## src/rtl/sram_ctl_pkg.sv

```systemverilog
package sram_ctl_pkg;

  typedef enum logic [2:0] {
    PH_IDLE  = 3'd0,
    PH_WSTRB = 3'd1,
    PH_WHOLD = 3'd2,
    PH_RWIN  = 3'd3,
    PH_RREC  = 3'd4
  } phase_t;

  // nanoseconds to whole cycles, rounded up, at least one cycle
  function automatic int ns_to_cyc(input int t_ns, input int clk_ns);
    int c;
    c = t_ns / clk_ns;
    if ((t_ns % clk_ns) != 0) c = c + 1;
    if (c < 1) c = 1;
    return c;
  endfunction

  function automatic int imax(input int a, input int b);
    return (a > b) ? a : b;
  endfunction

  function automatic int cnt_bits(input int n);
    return (n < 2) ? 1 : $clog2(n);
  endfunction

endpackage

```

## src/rtl/sram_ctl_seq.sv

```systemverilog
module sram_ctl_seq
  import sram_ctl_pkg::*;
#(
  parameter int WACT  = 2,
  parameter int WHOLD = 1,
  parameter int RACT  = 2,
  parameter int RTA   = 1,
  parameter int CW    = 2
) (
  input  logic   clk,
  input  logic   rst_n,
  input  logic   req_valid,
  input  logic   req_write,
  output phase_t phase,
  output logic   req_ready,
  output logic   ev_accept,
  output logic   ev_capture
);

  localparam logic [CW-1:0] WACT_M1  = CW'(WACT - 1);
  localparam logic [CW-1:0] WHOLD_M1 = CW'(WHOLD - 1);
  localparam logic [CW-1:0] RACT_M1  = CW'(RACT - 1);
  localparam logic [CW-1:0] RTA_M1   = CW'(RTA - 1);

  logic [CW-1:0] cnt;
  logic          last;

  assign last       = (cnt == '0);
  assign req_ready  = (phase == PH_IDLE);
  assign ev_accept  = req_valid && req_ready;
  assign ev_capture = (phase == PH_RWIN) && last;

  always_ff @(posedge clk or negedge rst_n) begin
    if (!rst_n) begin
      phase <= PH_IDLE;
      cnt   <= '0;
    end else begin
      case (phase)
        PH_IDLE: begin
          if (req_valid) begin
            phase <= req_write ? PH_WSTRB : PH_RWIN;
            cnt   <= req_write ? WACT_M1 : RACT_M1;
          end
        end
        PH_WSTRB: begin
          if (last) begin
            phase <= PH_WHOLD;
            cnt   <= WHOLD_M1;
          end else begin
            cnt <= cnt - 1'b1;
          end
        end
        PH_WHOLD: begin
          if (last) phase <= PH_IDLE;
          else      cnt   <= cnt - 1'b1;
        end
        PH_RWIN: begin
          if (last) begin
            phase <= PH_RREC;
            cnt   <= RTA_M1;
          end else begin
            cnt <= cnt - 1'b1;
          end
        end
        PH_RREC: begin
          if (last) phase <= PH_IDLE;
          else      cnt   <= cnt - 1'b1;
        end
        default: phase <= PH_IDLE;
      endcase
    end
  end

endmodule

```

## src/rtl/sram_ctl_pins.sv

```systemverilog
module sram_ctl_pins
  import sram_ctl_pkg::*;
#(
  parameter int AW = 8,
  parameter int DW = 16
) (
  input  logic          clk,
  input  logic          rst_n,
  input  phase_t        phase,
  input  logic          ev_accept,
  input  logic          ev_capture,
  input  logic [AW-1:0] req_addr,
  input  logic [DW-1:0] req_wdata,
  input  logic [DW-1:0] mem_din,
  output logic          mem_ce_n,
  output logic          mem_ce2,
  output logic          mem_oe_n,
  output logic          mem_we_n,
  output logic [AW-1:0] mem_addr,
  output logic [DW-1:0] mem_dout,
  output logic          mem_dout_en,
  output logic          rsp_valid,
  output logic [DW-1:0] rsp_rdata
);

  logic [AW-1:0] addr_q;
  logic [DW-1:0] wdata_q;
  logic          sel_on;

  always_ff @(posedge clk or negedge rst_n) begin
    if (!rst_n) begin
      addr_q  <= '0;
      wdata_q <= '0;
    end else if (ev_accept) begin
      addr_q  <= req_addr;
      wdata_q <= req_wdata;
    end
  end

  always_ff @(posedge clk or negedge rst_n) begin
    if (!rst_n) begin
      rsp_valid <= 1'b0;
      rsp_rdata <= '0;
    end else begin
      rsp_valid <= ev_capture;
      if (ev_capture) rsp_rdata <= mem_din;
    end
  end

  assign sel_on      = (phase == PH_WSTRB) || (phase == PH_WHOLD) || (phase == PH_RWIN);
  assign mem_ce_n    = !sel_on;
  assign mem_ce2     = sel_on;
  assign mem_we_n    = (phase != PH_WSTRB);
  assign mem_oe_n    = (phase != PH_RWIN);
  assign mem_dout_en = (phase == PH_WSTRB) || (phase == PH_WHOLD);
  assign mem_addr    = addr_q;
  assign mem_dout    = wdata_q;

endmodule

```

## src/rtl/sram_ctl.sv

```systemverilog
module sram_ctl
  import sram_ctl_pkg::*;
#(
  parameter int AW      = 8,
  parameter int DW      = 16,
  parameter int CLK_NS  = 10,
  parameter int T_WC    = 20,
  parameter int T_PWE   = 13,
  parameter int T_SCE   = 18,
  parameter int T_AW    = 15,
  parameter int T_SD    = 10,
  parameter int T_HD    = 0,
  parameter int T_HA    = 0,
  parameter int T_AA    = 20,
  parameter int T_ACE   = 20,
  parameter int T_DOE   = 8,
  parameter int T_HZOE  = 8,
  parameter int T_HZCE  = 10
) (
  input  logic          clk,
  input  logic          rst_n,
  input  logic          req_valid,
  output logic          req_ready,
  input  logic          req_write,
  input  logic [AW-1:0] req_addr,
  input  logic [DW-1:0] req_wdata,
  output logic          rsp_valid,
  output logic [DW-1:0] rsp_rdata,
  output logic          mem_ce_n,
  output logic          mem_ce2,
  output logic          mem_oe_n,
  output logic          mem_we_n,
  output logic [AW-1:0] mem_addr,
  output logic [DW-1:0] mem_dout,
  output logic          mem_dout_en,
  input  logic [DW-1:0] mem_din
);

  localparam int WACT  = imax(imax(ns_to_cyc(T_PWE, CLK_NS), ns_to_cyc(T_SCE, CLK_NS)),
                              imax(ns_to_cyc(T_AW, CLK_NS),  ns_to_cyc(T_SD, CLK_NS)));
  localparam int WHOLD = imax(imax(ns_to_cyc(T_HD, CLK_NS), ns_to_cyc(T_HA, CLK_NS)),
                              ns_to_cyc(T_WC, CLK_NS) - WACT);
  localparam int RACT  = imax(imax(ns_to_cyc(T_AA, CLK_NS), ns_to_cyc(T_ACE, CLK_NS)),
                              ns_to_cyc(T_DOE, CLK_NS));
  localparam int RTA   = imax(ns_to_cyc(T_HZOE, CLK_NS), ns_to_cyc(T_HZCE, CLK_NS));
  localparam int CNT_MAX = imax(imax(WACT, WHOLD), imax(RACT, RTA));
  localparam int CW      = cnt_bits(CNT_MAX + 1);

  phase_t phase;
  logic   ev_accept;
  logic   ev_capture;

  sram_ctl_seq #(
    .WACT (WACT),
    .WHOLD(WHOLD),
    .RACT (RACT),
    .RTA  (RTA),
    .CW   (CW)
  ) u_seq (
    .clk       (clk),
    .rst_n     (rst_n),
    .req_valid (req_valid),
    .req_write (req_write),
    .phase     (phase),
    .req_ready (req_ready),
    .ev_accept (ev_accept),
    .ev_capture(ev_capture)
  );

  sram_ctl_pins #(
    .AW(AW),
    .DW(DW)
  ) u_pins (
    .clk        (clk),
    .rst_n      (rst_n),
    .phase      (phase),
    .ev_accept  (ev_accept),
    .ev_capture (ev_capture),
    .req_addr   (req_addr),
    .req_wdata  (req_wdata),
    .mem_din    (mem_din),
    .mem_ce_n   (mem_ce_n),
    .mem_ce2    (mem_ce2),
    .mem_oe_n   (mem_oe_n),
    .mem_we_n   (mem_we_n),
    .mem_addr   (mem_addr),
    .mem_dout   (mem_dout),
    .mem_dout_en(mem_dout_en),
    .rsp_valid  (rsp_valid),
    .rsp_rdata  (rsp_rdata)
  );

endmodule

```

## config.mk

```make
export PLATFORM = sky130hd
export DESIGN_NAME = sram_ctl
export DESIGN_NICKNAME = d
export VERILOG_FILES = /design/src/rtl/sram_ctl_pkg.sv /design/src/rtl/sram_ctl_seq.sv /design/src/rtl/sram_ctl_pins.sv /design/src/rtl/sram_ctl.sv
export SDC_FILE = /design/constraint.sdc
export NUM_CORES = 1
export LEC_CHECK = 0
export ABC_AREA = 1
export BUFFER_PORTS_ARGS = -buffer_cell sky130_fd_sc_hd__buf_2
export CAP_MARGIN = 20
export CORE_ASPECT_RATIO = 1.1
export CORE_MARGIN = 2
export CORE_UTILIZATION = 28
export CTS_CLUSTER_DIAMETER = 40
export DETAILED_ROUTE_END_ITERATION = 6
export HOLD_SLACK_MARGIN = 0.1
export PLACE_DENSITY = 0.51
export SYNTH_ARGS = -nofsm -noshare
export SYNTH_HDL_FRONTEND = slang
export SYNTH_SLANG_ARGS = --single-unit
```

## constraint.sdc

```tcl
create_clock -name clk -period 4.15 [get_ports clk]
set_clock_uncertainty 0.05 [all_clocks]
set_input_delay 0.2075 -clock clk [delete_from_list [all_inputs] [get_ports clk]]
set_output_delay 0.2075 -clock clk [all_outputs]
set_load 0.05 [all_outputs]
```

# == Word-level counts from Yosys, hierarchy flattened ==
# Cells that the tools add are included.
# totals
input_bits,44
regBits,46
out_inout_bits,47
# op_classes
mux,10
add_sub_neg,1
n_eq_ne,11
reduce_logical,12
# ops
op,count
3-bit two-way mux,4
3-bit one-hot mux with 4 select lines,1
2-bit two-way mux,4
"2-bit != test, second input constant",4
"3-bit by 2-bit equality test with 1-bit output, second input constant",2
2-bit one-hot mux with 3 select lines,1
4-bit AND reduction,1
2-bit OR reduction,2
"3-bit by 1-bit equality test with 1-bit output, second input constant",1
"3-bit equality test, second input constant",1
3-bit zero test,1
"3-bit by 1-bit != test with 1-bit output, second input constant",1
"3-bit by 2-bit != test with 1-bit output, second input constant",1
3-bit AND reduction,1
3-bit nonzero test,1
1-bit logical AND,2
2-bit zero test,1
1-bit logical OR,2
"2-bit by 1-bit != test with 1-bit output, second input constant",1
"2-bit by 1-bit subtractor with 2-bit output, second input constant",1
1-bit zero test,1

# == Longest topological paths before layout ==
# logic_depth
depth_word,4
ltp_mapped,8
mapped_depth_nobuf,7

# == By module ==
# From an unflattened synthesis, not the netlist that was laid out.
# hier_totals
hier_cells,227
hier_area_um2,2008.2
# modules_own_cells
mod,instances,seq_area_each_um2,cells_each,area_each_um2
sram_ctl_pins,1,1026.0,178,1645.3
sram_ctl_seq,1,125.1,49,362.8

# == Least setup slack after synthesis ==
# No wires, ideal clock.
# synth_timing
path_type,flip-flop to output port
from,reg u_seq.phase[1]
to,out mem_ce_n
t_required_ns,3.893
stages_incl_launch_ff,4
path_buffers,0
arrival_ns,1.629
path_slack_ns,2.263
cell_sequence,dfrtp_1 > nor2_2 > nor2_1 > inv_1
# synth_via
elab_chain_len,4
word_cells_on_any_way,6
# synth_rtl
item,line_no,rtl
start: declaration,sram_ctl_seq.sv:14,"output phase_t phase,"
start signal: assignment,sram_ctl_seq.sv:41,phase <= req_write ? PH_WSTRB : PH_RWIN;
3-bit by 1-bit equality test with 1-bit output or 3-bit by 2-bit equality test with 1-bit output (tied branches),sram_ctl_pins.sv:50,assign sel_on = (phase == PH_WSTRB) || (phase == PH_WHOLD) || (phase == PH_RWIN);
1-bit logical OR,sram_ctl_pins.sv:50,
1-bit logical OR (*),sram_ctl_pins.sv:50,
named net mem_ce2,sram_ctl.sv:30,"output logic mem_ce2,"
1-bit zero test (*),sram_ctl_pins.sv:51,assign mem_ce_n = !sel_on;
end: declaration,sram_ctl.sv:29,"output logic mem_ce_n,"
# The timed path passes the listed nets; every way through them passes the cells marked *.

# == Final worst setup path ==
# layout_timing
from,reg u_seq.phase[1]
to,out req_ready
# layout_via
elab_chain_len,1
# layout_rtl
item,line_no,rtl
3-bit zero test,sram_ctl_seq.sv:29,assign req_ready = (phase == PH_IDLE);
end: declaration,sram_ctl.sv:23,"output logic req_ready,"
# Every way passes these cells.

==> out/results.txt <==
area occupied by multi-input gates - 708 µm²
Clock Sinks - 46
Synth Flop Type - dfrtp_1
crit path kind - register to output pin
Starting Density - 28.5%
worst-path cell chain - nor2_2 > inv_2 > nor2_4 > buf_2
final setup fails - 0
critical path peak fanout - 26
Buffers & Inverters on Critical Path - 2
Register Area - 1150 µm²
CTS HTree Levels - 2
Post-synth EDFFs - 0
most frequent cell after synthesis - nand2_1
RR Startpoint - u_seq.phase[1]
largest net degree at the start of global routing - 47
Fillers - 717
Net Count, Synth - 279
Final period util - 50.5%
1st-pass router iterations - 4
Post-Place Cells - 398
post-synthesis cell count - 232
Layout Nets - 407
vias - 1882
Inserted Clock Buffers - 5
GRT Util Overall - 14.3%
post-synthesis sequential element count - 46
synth top area cells - dfrtp_1, nand2_1, nand3_1
Crit. End Element - output pin
CP peak stage delay - 0.46 ns
post-route ant nets - 0
Iteration-0 DRC Markers - 88
most common library cells after synthesis - nand2_1, dfrtp_1, nand3_1
Via density - 4.22
Mapped Avg Cell Area - 8.46 µm²
WHS - 0.107 ns
Post-Syn Area - 1960 µm²
Worst-Skew Late Latency - 0.30 ns
Slew Limit Headroom - 60.9%
minimum clock period - 2.10 ns
share of cells above drive strength 1 - 30.2%
I/O pin count - 91
CP startpoint - u_seq.phase[1]
Placement Rows - 32
# DRC - 0
Power, Total - 0.00269 W
number of inserted diodes - 0
number of global-route vias before repair - 1835
critical path's top delay family - simple AND/OR/NAND/NOR gates
drt wl/cell - 11.9 µm
Pwr per Cell Area - 905 nW/µm²
final WL - 5320 µm
Core Area - 6890 µm²
CTS tree - yes
ys async rst share - 100%
Die Y - 91.8 µm
maximum buffer depth of the clock tree - 2
RSZ-0062 raised after global routing - no
status - finished clean
post-synthesis sequential area ratio - 58.7%
Critical Path RT - 3.89 ns
Slowest-stage cell, CP - nor2_4
Crit path arrival time - 1.84 ns
CP Launch Type - register
hold_sp - req_wdata[15]
total negative slack - 0 ns
Die W - 83.8 µm
cell accounting for the most synthesized area - dfrtp_1
Max Cap Viol - 0
Yosys cell types - 18
Peak Freq - 477 MHz
root buf cell - clkbuf_8
post-layout util - 43.1%
maximum vdd drop - 0.435 mV
pins over their slew limit - 0
post-detail-place hpwl - 3400 µm
initial antenna violation count - 0
IO Port Bufs - 90
Final GP Congestion - 0.760
Hold Crit Class - input pin to register
die footprint - 7690 µm²
Layout area overhead - 51.3%
cts repair resizes - 0
top cell type's share of synthesized area - 58.7%
Final Instance Count excl. Fillers - 446
leak pwr - 1.69 nW
Overflow after GRT - 0
Final Hold Fails - 0
Syn. warnings - 0
CTS clock-pin slew for the worst setup and hold paths - 0.09 ns
first-pass GRT wire length - 8840 µm
worst slew pin tran - 0.585 ns
[registers in the layout, indices dropped and copies added, names as in the netlist]
signal	count
u_pins.mem_addr	8
u_pins.mem_dout	16
u_pins.rsp_rdata	16
u_pins.rsp_valid	1
u_seq.cnt	2
u_seq.phase	3
[timing repair]
item / CTS / global route
endpoints found under the setup margin: 0 / 0
hold buffers: 39 / 0
endpoints found under the hold margin: 77 / 0
setup buffers: 0 / 0
[worst register-to-register path, delay by kind of cell, from the launching register on]
kind / cells / cell delay (ns)
simple gates: 5 / 1.36
flops: 1 / 0.45
buf+inv: 1 / 0.07
[layer usage]
metal	track usage, %	part of all wire [%]
met1	18.6	45
met2	24.1	50
met3	2.52	3.0
met4	4.57	1.8
met5	0	0
[cell families after synthesis]
logic type	share of synthesized area, %
simple gates	33.0
buf+inv	5.23
compound gates	1.15
fa+ha+maj	1.91
flops	58.7
[worst paths after layout]
kind	end	slack, ns	depth (start not counted)
hold / removal	u_pins.mem_dout[15]	0.11	3
setup reg to reg	u_pins.mem_dout[12]	2.14	6
hold reg to reg	u_pins.mem_addr[3]	0.43	2
max in group asynchronous	u_pins.rsp_rdata[0]	3.35	3
setup / recovery	req_ready	2.05	4
min in group asynchronous	u_pins.mem_dout[10]	0.22	2
[cells in the final DEF, fill, tap and decap left out, drive strengths merged]
cell,Yosys,routed
nand2,121,121
buf,6,91
dfrtp,46,46
dlygate4sd3,0,39
nand3,30,30
inv,14,15
clkbuf,3,5
nor2,5,5
ha,3,3
o21ai,2,2
clkinv,0,2
a21oi,1,1
a211oi,1,1
[area by class of cell]
class / instances / share of cell area (%)
clock buffers: 5 / 2.32
clock inverters: 3 / 0.632
inverters: 14 / 1.85
multi-input cells: 163 / 23.9
flip-flops and latches: 46 / 38.8
well taps: 85 / 3.58
repair buffers: 130 / 29.0
[power by group]
part / switching, W / internal, W / total, W
combinational: 0.00126 / 0.000366 / 0.00162
sequential: 0.000125 / 0.000661 / 0.000787
clock: 0.000157 / 0.000119 / 0.000276
total: 0.00154 / 0.00115 / 0.00269
[metrics by stage]
step	cell area (µm²)	setup WS, ns
global route	2970	1.93
global placement	2470	2.17
detailed placement	2470	2.13
finish	2970	2.05
floorplan	1960	2.26
CTS	2950	2.03
Note: power is estimated with default switching activity, not from simulation.
